## src/rtl/curve_csr_pkg.sv

```systemverilog
package curve_csr_pkg;
  localparam int unsigned DATA_W   = 32;
  localparam int unsigned ADDR_W   = 9;
  localparam int unsigned WIDX_W   = ADDR_W - 2;
  localparam int unsigned OPND_WORDS = 8;
  localparam int unsigned OPND_SETS  = 3;
  localparam int unsigned OPND_TOTAL = OPND_WORDS * OPND_SETS;
  localparam int unsigned OPND_AW    = $clog2(OPND_TOTAL);
  localparam int unsigned MODE_W   = 3;

  // word indices (byte offset / 4)
  localparam logic [WIDX_W-1:0] W_RAW  = 7'd3;
  localparam logic [WIDX_W-1:0] W_STAT = 7'd4;
  localparam logic [WIDX_W-1:0] W_ENA  = 7'd5;
  localparam logic [WIDX_W-1:0] W_CLR  = 7'd6;
  localparam logic [WIDX_W-1:0] W_CFG  = 7'd7;
  localparam logic [WIDX_W-1:0] W_VER  = 7'd63;
  localparam logic [WIDX_W-1:0] W_OPND = 7'd64;

  typedef struct packed {
    logic             mclk_force;
    logic [MODE_W-1:0] mode;
    logic             clk_force;
    logic             secure;
    logic             keylen;
  } cfg_fields_t;
endpackage

```

## src/rtl/curve_csr_opmem.sv

```systemverilog
module curve_csr_opmem
  import curve_csr_pkg::*;
#(
  parameter int unsigned DEPTH = OPND_TOTAL,
  parameter int unsigned WIDTH = DATA_W,
  localparam int unsigned AW = $clog2(DEPTH)
) (
  input  logic             clk,
  input  logic             we,
  input  logic [AW-1:0]    addr,
  input  logic [WIDTH-1:0] wdata,
  output logic [WIDTH-1:0] rdata
);
  logic [WIDTH-1:0] mem [DEPTH];

  // single-port, read-first, registered read: maps to block RAM
  always_ff @(posedge clk) begin
    if (we) mem[addr] <= wdata;
    rdata <= mem[addr];
  end
endmodule

```

## src/rtl/curve_engine_stub.sv

```systemverilog
module curve_engine_stub
  import curve_csr_pkg::*;
#(
  parameter int unsigned LAT = 8,
  localparam int unsigned CW = $clog2(LAT + 1)
) (
  input  logic              clk,
  input  logic              rst,
  input  logic              start_i,
  input  logic              abort_i,
  input  logic [MODE_W-1:0] mode_i,
  output logic              done_o,
  output logic              verify_o
);
  logic          running_q;
  logic [CW-1:0] cnt_q;

  always_ff @(posedge clk) begin
    if (rst || abort_i) begin
      running_q <= 1'b0;
      cnt_q     <= '0;
      done_o    <= 1'b0;
      verify_o  <= 1'b0;
    end else begin
      done_o <= 1'b0;
      if (start_i && !running_q) begin
        running_q <= 1'b1;
        cnt_q     <= CW'(LAT - 1);
        verify_o  <= mode_i[1];
      end else if (running_q) begin
        if (cnt_q == '0) begin
          running_q <= 1'b0;
          done_o    <= 1'b1;
        end else begin
          cnt_q <= cnt_q - 1'b1;
        end
      end
    end
  end

  AST_LAUNCH_RUNS: assert property (@(posedge clk) disable iff (rst)
    (start_i && !abort_i && !running_q) |=> running_q);
  AST_DONE_ENDS_RUN: assert property (@(posedge clk) disable iff (rst)
    done_o |-> !running_q);
endmodule

```

## src/rtl/curve_csr_ctrl.sv

```systemverilog
module curve_csr_ctrl
  import curve_csr_pkg::*;
#(
  parameter logic [27:0] VERSION = 28'd35656256
) (
  input  logic              clk,
  input  logic              rst,
  input  logic              wr_i,
  input  logic [WIDX_W-1:0] widx_i,
  input  logic [DATA_W-1:0] wdata_i,
  output logic [DATA_W-1:0] rdata_o,
  input  logic              done_i,
  input  logic              verify_i,
  output logic              eng_start_o,
  output logic              abort_o,
  output logic [MODE_W-1:0] mode_o,
  output logic              keylen_o,
  output logic              irq_o
);
  cfg_fields_t cfg_q;
  logic start_q, raw_q, ena_q, result_q;

  logic cfg_wr, soft_rst, cfg_take;
  assign cfg_wr   = wr_i && (widx_i == W_CFG);
  assign soft_rst = cfg_wr && wdata_i[1];
  assign cfg_take = cfg_wr && !wdata_i[1] && !start_q;
  assign abort_o  = soft_rst;

  always_ff @(posedge clk) begin
    if (rst) begin
      cfg_q       <= '{mclk_force: 1'b1, default: '0};
      start_q     <= 1'b0;
      raw_q       <= 1'b0;
      ena_q       <= 1'b0;
      result_q    <= 1'b0;
      eng_start_o <= 1'b0;
    end else begin
      eng_start_o <= 1'b0;
      if (wr_i && widx_i == W_ENA) ena_q <= wdata_i[0];
      if (soft_rst) begin
        start_q  <= 1'b0;
        raw_q    <= 1'b0;
        result_q <= 1'b0;
      end else begin
        if (done_i) begin
          start_q  <= 1'b0;
          raw_q    <= 1'b1;
          result_q <= verify_i;
        end else if (wr_i && widx_i == W_CLR && wdata_i[0]) begin
          raw_q <= 1'b0;
        end
        if (cfg_take) begin
          cfg_q.keylen     <= wdata_i[2];
          cfg_q.secure     <= wdata_i[3];
          cfg_q.clk_force  <= wdata_i[4];
          cfg_q.mode       <= wdata_i[7:5];
          cfg_q.mclk_force <= wdata_i[31];
          if (wdata_i[0]) begin
            start_q     <= 1'b1;
            eng_start_o <= 1'b1;
          end
        end
      end
    end
  end

  assign mode_o   = cfg_q.mode;
  assign keylen_o = cfg_q.keylen;
  assign irq_o    = raw_q & ena_q;

  always_comb begin
    rdata_o = '0;
    unique case (widx_i)
      W_RAW:  rdata_o[0] = raw_q;
      W_STAT: rdata_o[0] = raw_q & ena_q;
      W_ENA:  rdata_o[0] = ena_q;
      W_CFG:  rdata_o = {cfg_q.mclk_force, 22'd0, result_q, cfg_q.mode,
                         cfg_q.clk_force, cfg_q.secure, cfg_q.keylen, 1'b0, start_q};
      W_VER:  rdata_o = {4'd0, VERSION};
      default: rdata_o = '0;
    endcase
  end

  AST_DONE_DROPS_START: assert property (@(posedge clk) disable iff (rst)
    done_i |=> !start_q);
  AST_DONE_SETS_RAW: assert property (@(posedge clk) disable iff (rst)
    (done_i && !soft_rst) |=> raw_q);
  AST_BUSY_CFG_FROZEN: assert property (@(posedge clk) disable iff (rst)
    (start_q && cfg_wr && !wdata_i[1]) |=> ($stable(cfg_q) && start_q));
  AST_SOFT_RST_IDLE: assert property (@(posedge clk) disable iff (rst)
    soft_rst |=> (!start_q && !raw_q && !result_q));
  AST_START_PULSE_SHORT: assert property (@(posedge clk) disable iff (rst)
    eng_start_o |=> !eng_start_o);
endmodule

```

## src/rtl/curve_csr.sv

```systemverilog
module curve_csr
  import curve_csr_pkg::*;
#(
  parameter int unsigned ENGINE_LAT = 8,
  parameter logic [27:0] VERSION    = 28'd35656256
) (
  input  logic              clk,
  input  logic              rst,
  input  logic              bus_wr,
  input  logic              bus_rd,
  input  logic [ADDR_W-1:0] bus_addr,
  input  logic [DATA_W-1:0] bus_wdata,
  output logic [DATA_W-1:0] bus_rdata,
  output logic              bus_rvalid,
  output logic              irq_o,
  output logic              eng_start_o,
  output logic [MODE_W-1:0] eng_mode_o,
  output logic              eng_keylen_o
);
  logic [WIDX_W-1:0]  widx;
  logic               is_opnd;
  logic [OPND_AW-1:0] opnd_a;
  logic [DATA_W-1:0]  ctrl_rd, mem_rd, reg_rd_q;
  logic               sel_mem_q, rd_q;
  logic               eng_done, eng_verify, eng_abort;

  assign widx    = bus_addr[ADDR_W-1:2];
  assign opnd_a  = OPND_AW'(widx - W_OPND);
  assign is_opnd = (widx >= W_OPND) && (widx < W_OPND + WIDX_W'(OPND_TOTAL));

  curve_csr_opmem #(.DEPTH(OPND_TOTAL), .WIDTH(DATA_W)) u_opmem (
    .clk   (clk),
    .we    (bus_wr && is_opnd),
    .addr  (opnd_a),
    .wdata (bus_wdata),
    .rdata (mem_rd)
  );

  curve_csr_ctrl #(.VERSION(VERSION)) u_ctrl (
    .clk         (clk),
    .rst         (rst),
    .wr_i        (bus_wr),
    .widx_i      (widx),
    .wdata_i     (bus_wdata),
    .rdata_o     (ctrl_rd),
    .done_i      (eng_done),
    .verify_i    (eng_verify),
    .eng_start_o (eng_start_o),
    .abort_o     (eng_abort),
    .mode_o      (eng_mode_o),
    .keylen_o    (eng_keylen_o),
    .irq_o       (irq_o)
  );

  curve_engine_stub #(.LAT(ENGINE_LAT)) u_engine (
    .clk      (clk),
    .rst      (rst),
    .start_i  (eng_start_o),
    .abort_i  (eng_abort),
    .mode_i   (eng_mode_o),
    .done_o   (eng_done),
    .verify_o (eng_verify)
  );

  always_ff @(posedge clk) begin
    if (rst) begin
      rd_q      <= 1'b0;
      sel_mem_q <= 1'b0;
      reg_rd_q  <= '0;
    end else begin
      rd_q      <= bus_rd;
      sel_mem_q <= bus_rd && is_opnd;
      reg_rd_q  <= (bus_rd && !is_opnd) ? ctrl_rd : '0;
    end
  end

  assign bus_rvalid = rd_q;
  assign bus_rdata  = sel_mem_q ? mem_rd : reg_rd_q;

  AST_RVALID_FOLLOWS_RD: assert property (@(posedge clk) disable iff (rst)
    bus_rd |=> bus_rvalid);
  AST_IRQ_NEEDS_ENGINE: assert property (@(posedge clk) disable iff (rst)
    $rose(irq_o) |-> ($past(eng_done) || $past(bus_wr)));
endmodule

```

## config.mk

```make
export PLATFORM = sky130hd
export DESIGN_NAME = curve_csr
export DESIGN_NICKNAME = d
export VERILOG_FILES = /design/src/rtl/curve_csr_pkg.sv /design/src/rtl/curve_csr_opmem.sv /design/src/rtl/curve_engine_stub.sv /design/src/rtl/curve_csr_ctrl.sv /design/src/rtl/curve_csr.sv
export SDC_FILE = /design/constraint.sdc
export NUM_CORES = 1
export LEC_CHECK = 0
export ABC_CLOCK_PERIOD_IN_PS = 3800
export BUFFER_PORTS_ARGS = -buffer_cell sky130_fd_sc_hd__buf_2
export CORE_MARGIN = 2
export CORE_UTILIZATION = 56
export DETAILED_ROUTE_END_ITERATION = 10
export HOLD_SLACK_MARGIN = 0.03
export PLACE_DENSITY = 0.75
export SYNTH_ARGS = -nofsm -noshare
export SYNTH_HDL_FRONTEND = slang
export SYNTH_HIERARCHICAL = 1
export SYNTH_SLANG_ARGS = --single-unit
```

## constraint.sdc

```tcl
create_clock -name clk -period 3.8 [get_ports clk]
set_clock_uncertainty 0.2 [all_clocks]
set_input_delay 0.95 -clock clk [delete_from_list [all_inputs] [get_ports clk]]
set_output_delay 0.95 -clock clk [all_outputs]
set_load 0.005 [all_outputs]
```

==> metrics.cfg <==
[yosys]
ys_seq_area_share_pct=75.1
synth_area_per_cell_um2=18.6
yosys.area.top_type=edfxtp_1
yosysWarnings=6
async_reset_ff_share_pct=0
synth_area_leaders=edfxtp_1, mux2i_1, dfxtp_1
yosysMostFrequentCell=edfxtp_1
synthTopCellsByCount=edfxtp_1, mux2i_1, o22ai_1
ys_seq_elements=853
synth_edf_count=768
syn-instance-count=1771
synth-main-ff-cell=edfxtp_1
yosys.area.top_type_share_pct=70.0
mappedNetlistArea_mm2=0.0330
synth_cell_types=55

[worst_setup_path]
r2r_slack_ps=2100
crit_chain=buf_12, mux2_2, buf_2
critPathCaptureType=primary output
r2r-end=u_opmem/rdata[2]
cp_slowest_cell=dfxtp_2
crit_fanout=20
cp-endpoint=bus_rdata[20]
path_class=flop to primary output
critical_path_depth=3
crit_arrival_ps=2160
critical-path-max-stage-delay_ps=680
reg2reg_from=u_opmem/mem[2][2]
required_ps=2650
crit_start=sel_mem_q
crit_family=flip-flops
rr_worst_depth=4
startpoint_type=flop
critPathBufInv=2

[finish]
stdcell_area_mm2=0.0375
layout-drive-gt1-share_pct=23.9
area_growth_syn_to_layout_pct=13.9
final_net_count=1962

[detailed_routing]
post_drt_wl_per_cell_um=27.0
viasPerCell=6.25
drt_iter0_drc=1897
ant_nets=0
drcViolationCount=0
vias=17200
wl_mm=74.2
drt-pass1-iter-count=5

[worst_hold_path]
holdCritPathClass=flop to flop
worstHoldStart=u_ctrl/cfg_q[2]

[cts]
cts_made_buffers=82
htreeDepth=3
cts.sink_count=853
insertion_delay_ps=620
ctsHoldBuffers=0
cts_tree=yes
clk_pin_slew_ps=60
post_cts.repair.setup_buffers=0
cts-root-buf=clkbuf_16
clockBufferDepth=3
cts_resized=0

[timing]
rsz0062_at_grt=false
drv_slew=0
final.min_clock_period_ps=3310
worstMarginPinSlew_ps=949
setup_viol=0
worst_slack_ps=489
tns_ps=0
finalHoldViolCount=0
whs_ps=272
fmax_mhz=302
final.period_utilization_pct=87.1
slew_headroom_pct=36.8

[global_route]
grt_pass1_wl_mm=110
grt_pass1_vias=17300
grt_overflow=0
grt_start_max_net_pins=46
track_usage_pct=24.9
antenna_found_initial=2

[floorplanning]
fp.dieW_um=247
io_pins=84
core_mm2=0.0579
die_area_mm2=0.0608
fp-row-count=88
die_h_um=247
start_util_pct=56.9

[place]
preCtsSetupSlack_ps=465
dpl_cell_area_mm2=0.0349
io_buffers=81
gp_congestion=0.801
dp_hpwl_mm=42.6

[power_and_ir_drop]
ir_drop_mv=0.379
powerDensity_mw_per_mm2=506
leakage_nw=12.9

[run]
cap_violations=0

[run_status]
status=complete, no violations

-- report_power, final --
group          switching [mW]  total (mW)  leakage, nW  internal, mW
registers              0.0309        10.3         7.60          10.3
clock network            3.40        7.87         1.29          4.48
logic                   0.507       0.818         4.01         0.311
total                    3.93        19.0         12.9          15.1
-- worst min-delay path, cell delays in order, from the launching register on --
cell and delay, ps:
dfxtp_1 310, o31ai_1 60, a21oi_1 60
-- cell type report --
| type | count | area (um^2) |
|---|---|---|
| Clock buffer | 107 | 2250 |
| Fill cell | 3785 | 20400 |
| Sequential cell | 853 | 24800 |
| Multi-Input combinational cell | 797 | 7620 |
| Clock inverter | 46 | 374 |
| Timing Repair Buffer | 179 | 1550 |
| Tap cell | 765 | 957 |
| Antenna cell | 1 | 2.50 |
| Inverter | 3 | 11.3 |
-- worst min-delay path by stage --
stage / end / cells after the start / slack [ps]
2_1_floorplan: u_ctrl/cfg_q[1] / 2 / 240
3_3_place_gp: u_ctrl/cfg_q[1] / 2 / 250
3_5_place_dp: u_ctrl/cfg_q[2] / 2 / 270
4_1_cts: u_ctrl/cfg_q[2] / 2 / 270
5_1_grt: u_ctrl/cfg_q[2] / 2 / 280
6_report: u_ctrl/cfg_q[2] / 2 / 270
-- state kept, by name, summed over array words and instances (netlist names), 3 cells and up --
signal	count
reg_rd_q	32
u_ctrl/cfg_q	3
u_ctrl/mode_o	3
u_engine/cnt_q	4
u_opmem/mem	768
u_opmem/rdata	32
-- cells by family (layout without fill, tap and decap cells) --
logic type                 after synthesis  count (layout)  share of synthesized area [%]
muxes                                  357             357                           13.7
DFF                                    853             853                           75.1
AOI/OAI and AO/OA                      218             218                           4.76
buffers and inverters                  139             335                           2.58
adders and majority gates                1               1                         0.0380
and+or+nand+nor                        202             202                           3.73
other                                    1              20                         0.0114
-- metal layers --
layer / global-route usage (%) / vias to the layer above / part of all wire (%)
li1: - / 7386 / -
met1: 34.7 / 8918 / 40
met2: 41.0 / 782 / 49
met3: 3.67 / 118 / 8.1
met4: 7.48 / 2 / 2.1
met5: 0 / - / 0.0094
-- layout by cell type (no fill, tap or decap), types with 7 or more instances in the layout --
master	count
mux2_4	30
nor2_1	12
o22ai_2	30
buf_12	32
conb_1	19
clkbuf_16	84
buf_4	67
clkinv_1	13
buf_2	79
nand3b_1	38
o22ai_1	98
nand4_1	7
nand2_1	40
clkinv_2	16
mux2i_1	261
a21oi_1	44
nor2_4	25
edfxtp_1	768
clkbuf_1	17
mux4_2	64
dfxtp_1	84
nor4_1	33
and2_1	8
a22oi_1	32
-- stage by stage --
| step | power, mW | util [%] | std cells |
|---|---|---|---|
| 6_report | 19.0 | 64.8 | 2751 |
| 3_3_place_gp | 11.3 | 60.3 | 2597 |
| 3_5_place_dp | 11.3 | 60.3 | 2597 |
| 4_1_cts | 19.1 | 64.8 | 2750 |
| 5_1_grt | 19.5 | 64.8 | 2750 |
| 2_1_floorplan | 11.0 | - | 1789 |
(Power assumes the default switching activity.)
